===== config.mk =====
export PLATFORM = sky130hd
export DESIGN_NAME = casc_irq_ctrl
export DESIGN_NICKNAME = d
export VERILOG_FILES = /design/src/rtl/casc_irq_pkg.sv /design/src/rtl/casc_irq_prio.sv /design/src/rtl/casc_irq_bank.sv /design/src/rtl/casc_irq_master.sv /design/src/rtl/casc_irq_ctrl.sv
export SDC_FILE = /design/constraint.sdc
export NUM_CORES = 1
export LEC_CHECK = 0
export ABC_AREA = 1
export BUFFER_PORTS_ARGS = -buffer_cell sky130_fd_sc_hd__buf_2
export CAP_MARGIN = 20
export CORE_MARGIN = 3
export CORE_UTILIZATION = 50
export CTS_BUF_LIST = sky130_fd_sc_hd__clkbuf_16
export CTS_CLUSTER_DIAMETER = 100
export DETAILED_ROUTE_END_ITERATION = 8
export HOLD_SLACK_MARGIN = 0.12
export PLACE_DENSITY = 0.79
export SYNTH_ARGS = -nofsm -noshare
export SYNTH_HDL_FRONTEND = slang
export SYNTH_SLANG_ARGS = --single-unit

===== constraint.sdc =====
create_clock -name clk -period 1.7 [get_ports clk]
set_input_delay 0.255 -clock clk [delete_from_list [all_inputs] [get_ports clk]]
set_output_delay 0.255 -clock clk [all_outputs]
set_load 0.005 [all_outputs]

===== src/rtl/casc_irq_pkg.sv =====
// Package: shared constants of the cascaded interrupt controller.
// Assumes three slave banks of eight lines behind an eight-line master.
package casc_irq_pkg;
    localparam int BANKS      = 3;
    localparam int LINES      = 8;
    localparam int LW         = $clog2(LINES);
    localparam int MLINES     = 8;
    localparam int MW         = $clog2(MLINES);
    localparam int SRC_N      = BANKS * LINES;
    localparam int ADDR_W     = 3;
    localparam int IDX_W      = 8;
    localparam int VEC_W      = 12;
    localparam int VEC_BASE   = 'h800;
    localparam int VEC_SHIFT  = 4;
    localparam logic [4:0] EOI_TAG = 5'b11100;

    typedef enum logic [ADDR_W-1:0] {
        A_BANK0 = 3'd0, A_BANK1 = 3'd1, A_BANK2 = 3'd2, A_MASTER = 3'd3,
        A_MASK0 = 3'd4, A_MASK1 = 3'd5, A_MASK2 = 3'd6, A_ACK = 3'd7
    } reg_addr_e;

    // Master cascade line that each slave bank is wired to.
    function automatic int casc_line(input int k);
        case (k)
            0:       return 1;
            1:       return 3;
            default: return 4;
        endcase
    endfunction
endpackage


===== src/rtl/casc_irq_prio.sv =====
// Fixed-priority resolver: line 0 is highest. An in-service bit blocks
// its own line and all higher-numbered lines (fully nested order).
// Purely combinational; assumes req is already masked.
module casc_irq_prio #(
    parameter int N = 8,
    parameter int W = $clog2(N)
) (
    input  logic [N-1:0] req,
    input  logic [N-1:0] isr,
    output logic         any,
    output logic [W-1:0] win
);
    // Scan upward, stopping at the first in-service bit or eligible request.
    always_comb begin
        logic seen;
        seen = 1'b0;
        any  = 1'b0;
        win  = '0;
        for (int j = 0; j < N; j++) begin
            seen = seen | isr[j];
            if (!any && !seen && req[j]) begin
                any = 1'b1;
                win = W'(j);
            end
        end
    end
endmodule


===== src/rtl/casc_irq_bank.sv =====
// Slave bank: mask register, in-service register and priority resolver.
// Assumes take and eoi_we are never high in the same cycle.
module casc_irq_bank #(
    parameter int N = 8,
    parameter int W = $clog2(N)
) (
    input  logic         clk,
    input  logic         rst_n,
    input  logic [N-1:0] lvl,
    input  logic         mask_we,
    input  logic [N-1:0] mask_wd,
    input  logic         eoi_we,
    input  logic [W-1:0] eoi_line,
    input  logic         take,
    output logic [N-1:0] mask_q,
    output logic         req,
    output logic [W-1:0] win
);
    logic [N-1:0] isr_q;

    // Mask register; reset disables every line.
    always_ff @(posedge clk) begin
        if (!rst_n)       mask_q <= '1;
        else if (mask_we) mask_q <= mask_wd;
    end

    // In-service bits: set on acknowledge, cleared by specific EOI.
    always_ff @(posedge clk) begin
        if (!rst_n)      isr_q <= '0;
        else if (take)   isr_q <= isr_q | (N'(1) << win);
        else if (eoi_we) isr_q <= isr_q & ~(N'(1) << eoi_line);
    end

    casc_irq_prio #(.N(N), .W(W)) i_prio (
        .req (lvl & ~mask_q),
        .isr (isr_q),
        .any (req),
        .win (win)
    );
endmodule


===== src/rtl/casc_irq_master.sv =====
// Master stage: in-service register over the cascade lines plus resolver.
// Assumes unused cascade inputs are tied low by the parent.
module casc_irq_master #(
    parameter int N = 8,
    parameter int W = $clog2(N)
) (
    input  logic         clk,
    input  logic         rst_n,
    input  logic [N-1:0] req_in,
    input  logic         eoi_we,
    input  logic [W-1:0] eoi_line,
    input  logic         take,
    output logic [N-1:0] isr_q,
    output logic         any,
    output logic [W-1:0] win
);
    // Master in-service bits: set on acknowledge, cleared by specific EOI.
    always_ff @(posedge clk) begin
        if (!rst_n)      isr_q <= '0;
        else if (take)   isr_q <= isr_q | (N'(1) << win);
        else if (eoi_we) isr_q <= isr_q & ~(N'(1) << eoi_line);
    end

    casc_irq_prio #(.N(N), .W(W)) i_prio (
        .req (req_in),
        .isr (isr_q),
        .any (any),
        .win (win)
    );
endmodule


===== src/rtl/casc_irq_ctrl.sv =====
// Top: three slave banks cascaded into a master, byte register bus,
// acknowledge read that latches vector 0x800 + 16*index.
// Assumes a bus cycle is a read or a write, never both.
module casc_irq_ctrl
    import casc_irq_pkg::*;
(
    input  logic                 clk,
    input  logic                 rst_n,
    input  logic [SRC_N-1:0]     src_lvl,
    input  logic [ADDR_W-1:0]    bus_addr,
    input  logic                 bus_wr,
    input  logic                 bus_rd,
    input  logic [7:0]           bus_wdata,
    output logic [7:0]           bus_rdata,
    output logic                 cpu_irq,
    output logic [VEC_W-1:0]     irq_vector
);
    logic [BANKS-1:0]  b_req;
    logic [LW-1:0]     b_win [BANKS];
    logic [SRC_N-1:0]  mask_flat;
    logic [MLINES-1:0] m_req;
    logic [MLINES-1:0] m_isr;
    logic              m_any;
    logic [MW-1:0]     m_win;
    logic [IDX_W-1:0]  glob_idx;
    logic              ack_take;
    logic              eoi_ok;

    assign eoi_ok   = (bus_wdata[7:3] == EOI_TAG);
    assign ack_take = bus_rd && (bus_addr == A_ACK) && m_any;
    assign cpu_irq  = m_any;

    for (genvar k = 0; k < BANKS; k++) begin : g_bank
        logic [LINES-1:0] mask_k;
        casc_irq_bank #(.N(LINES), .W(LW)) i_bank (
            .clk      (clk),
            .rst_n    (rst_n),
            .lvl      (src_lvl[k*LINES +: LINES]),
            .mask_we  (bus_wr && bus_addr == ADDR_W'(4 + k)),
            .mask_wd  (bus_wdata),
            .eoi_we   (bus_wr && eoi_ok && bus_addr == ADDR_W'(k)),
            .eoi_line (bus_wdata[LW-1:0]),
            .take     (ack_take && m_win == MW'(casc_line(k))),
            .mask_q   (mask_k),
            .req      (b_req[k]),
            .win      (b_win[k])
        );
        assign mask_flat[k*LINES +: LINES] = mask_k;
    end

    // Place each bank request on its master cascade line.
    always_comb begin
        m_req = '0;
        for (int k = 0; k < BANKS; k++) m_req[casc_line(k)] = b_req[k];
    end

    casc_irq_master #(.N(MLINES), .W(MW)) i_master (
        .clk      (clk),
        .rst_n    (rst_n),
        .req_in   (m_req),
        .eoi_we   (bus_wr && eoi_ok && bus_addr == A_MASTER),
        .eoi_line (bus_wdata[MW-1:0]),
        .take     (ack_take),
        .isr_q    (m_isr),
        .any      (m_any),
        .win      (m_win)
    );

    // Map the winning master line back to a global source index.
    always_comb begin
        glob_idx = '0;
        for (int k = 0; k < BANKS; k++)
            if (m_win == MW'(casc_line(k)))
                glob_idx = IDX_W'(k * LINES) + IDX_W'(b_win[k]);
    end

    // Vector register, loaded only by a successful acknowledge read.
    always_ff @(posedge clk) begin
        if (!rst_n)        irq_vector <= '0;
        else if (ack_take) irq_vector <= VEC_W'(VEC_BASE) + (VEC_W'(glob_idx) << VEC_SHIFT);
    end

    // Read data multiplexer.
    always_comb begin
        int sel;
        sel = int'(bus_addr[1:0]);
        case (bus_addr)
            A_BANK0, A_BANK1, A_BANK2: bus_rdata = src_lvl[sel*LINES +: LINES];
            A_MASTER:                  bus_rdata = m_isr;
            A_MASK0, A_MASK1, A_MASK2: bus_rdata = mask_flat[sel*LINES +: LINES];
            default:                   bus_rdata = m_any ? glob_idx : 8'hFF;
        endcase
    end
endmodule


# ---- After elaboration in Yosys (flattened, before gate mapping)
# Cells that the tools add are included.
dict set report totals {
  regBits 68
  output_inout_bits 21
  word_cells 253
}
dict set report op_classes {
  addsub 3
  muxes 64
  eq_ne 11
  shifts 7
  reduce_logical 120
  bitwise 40
}
# operator count
set ops {}
lappend ops {{two-way mux 8 bit} 11}
lappend ops {{logical AND 1 bit} 63}
lappend ops {{two-way mux 3 bit} 21}
lappend ops {{bitwise AND 8 bit} 7}
lappend ops {{zero test 1 bit} 50}
lappend ops {{indexed part select 24 x 6 -> 8 bit} 2}
lappend ops {{<< shifter 1 x 3 -> 8 bit, first input constant} 5}
lappend ops {{inverter 8 bit} 4}
lappend ops {{OR 8 bit} 4}
lappend ops {{two-way mux 1 bit} 31}
lappend ops {{OR 1 bit} 25}
lappend ops {{one-hot mux 8 bit (3 select lines)} 1}
lappend ops {{== test 3 bit, second input constant} 5}
lappend ops {{adder 12 bit, first input constant} 1}
lappend ops {{== test 3 x 2 -> 1 bit, second input constant} 3}
lappend ops {{nonzero test 2 bit} 4}
lappend ops {{adder 5 x 3 -> 6 bit, first input constant} 1}
lappend ops {{== test 3 x 1 -> 1 bit, second input constant} 2}
lappend ops {{OR reduction 3 bit} 2}
lappend ops {{adder 4 x 3 -> 5 bit, first input constant} 1}
lappend ops {{== test 5 bit, second input constant} 1}
lappend ops {{zero test 3 bit} 1}

# ---- Logic depth before layout (Yosys ltp)
dict set report depth {
  depth_word 48
  ltp_mapped 16
  ltp_nobuf 16
}

# ---- By module
# Synthesis repeated with hierarchy kept, for this count alone.
dict set report hier_totals {
  cells_unflattened 844
  hier_area_um2 4966.0
}
# mod instances seq_area_each_um2 area_each_um2 cells_each
set by_module_without_submodules {}
lappend by_module_without_submodules {casc_irq_bank 3 320.3 788.3 128}
lappend by_module_without_submodules {casc_irq_ctrl 1 120.1 1074.8 201}
lappend by_module_without_submodules {casc_irq_prio 4 0.0 260.2 45}
lappend by_module_without_submodules {casc_irq_master 1 160.2 485.5 79}

# ---- Worst setup path after synthesis
# No wires, ideal clock.
dict set report synth_timing {
  path_type {register to output}
  start {register g_bank[0].i_bank.isr_q[0]}
  end {output bus_rdata[2]}
  t_arrival_ns 1.666
  slack_ns -0.221
  n_path_buf 0
  stages_incl_launch_ff 12
  path_cell_list {dfxtp_1 > nor2_4 > nand4_2 > nor4_1 > nor2_2 > nand3_4 > nand2_2 > nor2_4 > nand2_1 > nand3_1 > inv_1 > a21oi_1}
}
dict set report synth_via {
  elab_chain_cells 47
}
# item line_no
set synth_rtl {}
lappend synth_rtl {{start: declaration} casc_irq_bank.sv:19} ;# logic [N-1:0] isr_q;
lappend synth_rtl {{start signal: assignment} casc_irq_bank.sv:30} ;# else if (take) isr_q <= isr_q | (N'(1) << win);
lappend synth_rtl {{start signal: assignment} casc_irq_bank.sv:31} ;# else if (eoi_we) isr_q <= isr_q & ~(N'(1) << eoi_line);
lappend synth_rtl {{zero test 1 bit} casc_irq_prio.sv:21} ;# if (!any && !seen && req[j]) begin
lappend synth_rtl {{logical AND 1 bit} casc_irq_prio.sv:21}
lappend synth_rtl {{two-way mux 1 bit} casc_irq_prio.sv:21}
lappend synth_rtl {{zero test 1 bit} casc_irq_prio.sv:21}
lappend synth_rtl {{logical AND 1 bit (2 in a row)} casc_irq_prio.sv:21}
lappend synth_rtl {{two-way mux 1 bit} casc_irq_prio.sv:21}
lappend synth_rtl {{zero test 1 bit} casc_irq_prio.sv:21}
lappend synth_rtl {{logical AND 1 bit (2 in a row)} casc_irq_prio.sv:21}
lappend synth_rtl {{[... 27 more ...]} n/a}
lappend synth_rtl {{zero test 1 bit} casc_irq_prio.sv:21}
lappend synth_rtl {{logical AND 1 bit (2 in a row)} casc_irq_prio.sv:21}
lappend synth_rtl {{two-way mux 3 bit} casc_irq_prio.sv:21}
lappend synth_rtl {{== test 3 x 1 -> 1 bit} casc_irq_ctrl.sv:73} ;# if (m_win == MW'(casc_line(k)))
lappend synth_rtl {{two-way mux 3 bit} casc_irq_ctrl.sv:73}
lappend synth_rtl {{two-way mux 8 bit (2 in a row)} casc_irq_ctrl.sv:73}
lappend synth_rtl {{two-way mux 8 bit (*)} casc_irq_ctrl.sv:91} ;# default: bus_rdata = m_any ? glob_idx : 8'hFF;
lappend synth_rtl {{one-hot mux 8 bit (3 select lines) (*)} casc_irq_ctrl.sv:87} ;# case (bus_addr)
lappend synth_rtl {{end: declaration} casc_irq_ctrl.sv:14} ;# output logic [7:0] bus_rdata,
# Every way passes the cells marked *; elsewhere a longest branch is shown, timed or not.

# ---- Final worst setup path
dict set report layout_timing {
  start {register g_bank[2].i_bank.isr_q[1]}
  end {output bus_rdata[7]}
}
dict set report layout_via {
  elab_chain_cells 35
}
# item line_no
set layout_rtl {}
lappend layout_rtl {{start: declaration} casc_irq_bank.sv:19}
lappend layout_rtl {{start signal: assignment} casc_irq_bank.sv:30}
lappend layout_rtl {{start signal: assignment} casc_irq_bank.sv:31}
lappend layout_rtl {{OR 1 bit (*)} casc_irq_prio.sv:20} ;# seen = seen | isr[j];
lappend layout_rtl {{zero test 1 bit} casc_irq_prio.sv:21}
lappend layout_rtl {{logical AND 1 bit (2 in a row)} casc_irq_prio.sv:21}
lappend layout_rtl {{two-way mux 1 bit} casc_irq_prio.sv:21}
lappend layout_rtl {{zero test 1 bit} casc_irq_prio.sv:21}
lappend layout_rtl {{logical AND 1 bit (2 in a row)} casc_irq_prio.sv:21}
lappend layout_rtl {{two-way mux 1 bit} casc_irq_prio.sv:21}
lappend layout_rtl {{zero test 1 bit} casc_irq_prio.sv:21}
lappend layout_rtl {{[... 16 more ...]} n/a}
lappend layout_rtl {{logical AND 1 bit (2 in a row)} casc_irq_prio.sv:21}
lappend layout_rtl {{two-way mux 1 bit (*)} casc_irq_prio.sv:21}
lappend layout_rtl {{logical AND 1 bit (*)} casc_irq_prio.sv:21}
lappend layout_rtl {{two-way mux 3 bit} casc_irq_prio.sv:21}
lappend layout_rtl {{== test 3 bit} casc_irq_ctrl.sv:73}
lappend layout_rtl {{two-way mux 8 bit} casc_irq_ctrl.sv:73}
lappend layout_rtl {{two-way mux 8 bit (*)} casc_irq_ctrl.sv:91}
lappend layout_rtl {{one-hot mux 8 bit (3 select lines) (*)} casc_irq_ctrl.sv:87}
# Marked as above.

==> flow_metrics.tcl <==
set metrics [dict create \
    cts_hold_repair.buffers 0 \
    antennaDiodeCount 0 \
    cts.reportedPaths.clkPinSlew_ns 0.05 \
    fp.dieH_um 96.28 \
    gp_congestion 1.019 \
    drtAntennaViolNets 0 \
    dr.pass1.iters 6 \
    setup.worst_path.start_class "flop" \
    final_cell_area_um2 6574 \
    drt_wirelength_um 18740 \
    antenna_found_initial 0 \
    layout.cells.non_filler 994 \
    critPathKind "reg -> out" \
    final_cell_mix "sky130_fd_sc_hd__buf_4 (181), sky130_fd_sc_hd__nand2_1 (115), sky130_fd_sc_hd__inv_1 (88)" \
    cp_num_buf_inv 4 \
    synth_top_area_cell "sky130_fd_sc_hd__dfxtp_1" \
    cell_family_with_the_largest_share_of_critical_path_delay "simple AND/OR/NAND/NOR gates" \
    period_minus_ws_final_ns 2.750 \
    cts.sinks 62 \
    crit_chain "nor2_4 -> buf_4 -> nand3_2 -> nand2_2 -> nor2_4 -> nand2_2 -> nor2_2 -> nand4_1 -> nand2_2 -> nand3_4 -> nand2_4 -> buf_12 -> inv_8 -> a21oi_2 -> buf_2" \
    power.density_nw_per_um2 651.1 \
    met2_length_um 8913 \
    seq_area_frac_synth_pct 30.46 \
    cp.arrival_ns 2.50 \
    maximum_number_of_pins_on_one_net_before_global_route_repair 30 \
    drcViolationCount 0 \
    die_w_um 96.28 \
    violations "negative setup slack" \
    leakage_nw 3.367 \
    via_count_of_the_first_global_routing_pass 5311 \
    crit_path_end_kind "output pin" \
    timing.critical_path.slowest_cell_delay_ns 0.36 \
    globalRouteOverflowTotal 0 \
    gr-usage-all-layers_pct 37.16 \
    detailroute.wirelength.met3_um 1958 \
    synth_area_leaders "sky130_fd_sc_hd__dfxtp_1 (30%), sky130_fd_sc_hd__nand2_1 (13%), sky130_fd_sc_hd__inv_1 (8.3%)" \
    crit_path_top_cell_by_count "sky130_fd_sc_hd__nand2_2" \
    numPlacedInstances 954 \
    fin_total_pwr_mw 4.280 \
    detailedRoute.firstIterationViolations 690 \
    final-max-slew-violation-count 0 \
    worst_setup_slack_final_ns -1.050 \
    cts_made_buffers 9 \
    cts-root-buf "sky130_fd_sc_hd__clkbuf_16" \
    boundaryPins 60 \
    synth_warnings 0 \
    layout.nets 928 \
    detailed_place_hpwl_um 12490 \
    htree_levels 3 \
    initial_core_util_pct 52.20 \
    rows 32 \
    critPathMaxFanout 5 \
    required_time_at_the_worst_slack_endpoint_ns 1.44 \
    die_area_um2 9270 \
    final.setup_skew_ns 0.008526 \
    min-delay-path-class "in -> reg" \
    period_share_pct 161.8 \
    grt_pass1_wl_um 25850 \
    coreArea_um2 7807 \
    final.setup.tns_ns -32.48 \
    max_freq_mhz 363.6 \
    dpl-instance-area_um2 5737 \
    port_buffers 53 \
    syn_area_um2 4075 \
    layout.cells.most_common "sky130_fd_sc_hd__buf_4" \
    final_layout_size_suffix_gt1_share_pct 43.05 \
    final-hold-violation-count 0 \
    dr.max_layer_used "met4" \
    grt_setup_unrepaired "true" \
    largest_buffer_count_on_any_clock_path 2 \
    ir_drop_uv 499.0 \
    outcome "complete, but fails checks" \
    netlist-cell-type-count 35 \
    utilization_pct 84.20 \
    post_synth_inst_count 642 \
    route.detailed.wl_per_inst_um 18.85 \
    crit_path_top_delay_cell "sky130_fd_sc_hd__dfxtp_2" \
    detail_route.vias_per_cell 5.868 \
    synthToLayoutAreaGrowth_pct 61.31 \
    yosys.area.top_type_share_pct 30.46 \
    worst_skew_pair.late_latency_ns 0.33 \
    synthesis.area_per_instance_um2 6.348 \
    ys_ff_latch 62 \
    via_count 5833 \
    drv.max_cap_violation_count 0 \
    tritoncts_clock_tree "done" \
    finalSetupViolCount 42 \
    m1WireLength_um 6739 \
]
==> flip-flops by register name, summed over array words and instances, names as in the netlist <==
signal                cells
i_master.isr_q            8
g_bank.i_bank.isr_q      24
irq_vector                6
g_bank.i_bank.mask_q     24
==> routing by layer <==
metal	vias up	global-route usage, %
li1	2603	-
met3	122	6.724
met5	-	0
met1	2689	45.06
met2	419	62.22
met4	0	19.43
==> repair_timing <==
item | in CTS | in global routing
setup endpoints to repair | 42 | 42
pin swaps | 19 | 23
endpoints found under the hold margin | 0 | 0
buffers inserted | 13 | 13
resized for setup | 42 | 61
==> logic make-up (layout without fill, tap and decap cells) <==
family | Yosys count | count (layout) | synth area share [%]
compound gates | 134 | 134 | 19.04
buf+inv | 117 | 362 | 11.36
flops | 62 | 62 | 30.46
other cells | 1 | 6 | 0.09202
simple gates | 328 | 328 | 39.05
==> cell usage after synthesis (all sizes together) <==
cell	n
a221oi	2
a211oi	5
nor4	1
o21ba	1
nand2	145
nand4	18
or3	1
buf	7
a21oi	53
nand3b	1
nand3	53
clkinv	1
nor2	89
conb	1
nor3	17
clkbuf	13
o21ai	47
or2	3
o211ai	25
o21a	1
dfxtp	62
inv	96
==> metrics by stage <==
| step | hold slack, ns | setup slack, ns |
|---|---|---|
| final | 0.2278 | -1.050 |
| after global routing | 0.2456 | -1.110 |
| after CTS | 0.2204 | -0.8127 |
| after detailed placement | 0.4551 | -0.5964 |
| after global placement | 0.4448 | -0.4914 |
| after floorplan | 0.3811 | -0.1815 |
==> area by class of cell <==
cell class,instances,area (um^2)
well taps,102,127.6
multi-input cells,468,2741
clock buffers,9,225.2
flip-flops and latches,62,1255
fillers,464,1234
clock inverters,5,20.02
inverters,97,374.1
repair buffers,251,1831
==> final timing paths <==
check | slack (ns) | startpoint | cells after the start | to
max | -1.05 | g_bank[2].i_bank.isr_q[1] | 15 | bus_rdata[7]
min | 0.23 | bus_wdata[7] | 3 | g_bank[2].i_bank.mask_q[7]
max reg2reg | -0.92 | g_bank[2].i_bank.isr_q[1] | 18 | g_bank[0].i_bank.isr_q[3]
min reg2reg | 0.48 | i_master.isr_q[7] | 2 | i_master.isr_q[7]
==> tightest hold or removal path: cells and delay by family <==
kind                   cells  cell delay [ns]
buffers and inverters      1             0.14
and+or+nand+nor            2             0.13
==> power breakdown <==
group	internal, mW	leakage (nW)	switching (mW)
registers	1.48	0.505	0.0139
clock network	0.947	0.125	0.684
logic	0.532	2.74	0.626
total	2.96	3.37	1.32
(Power assumes the default switching activity.)
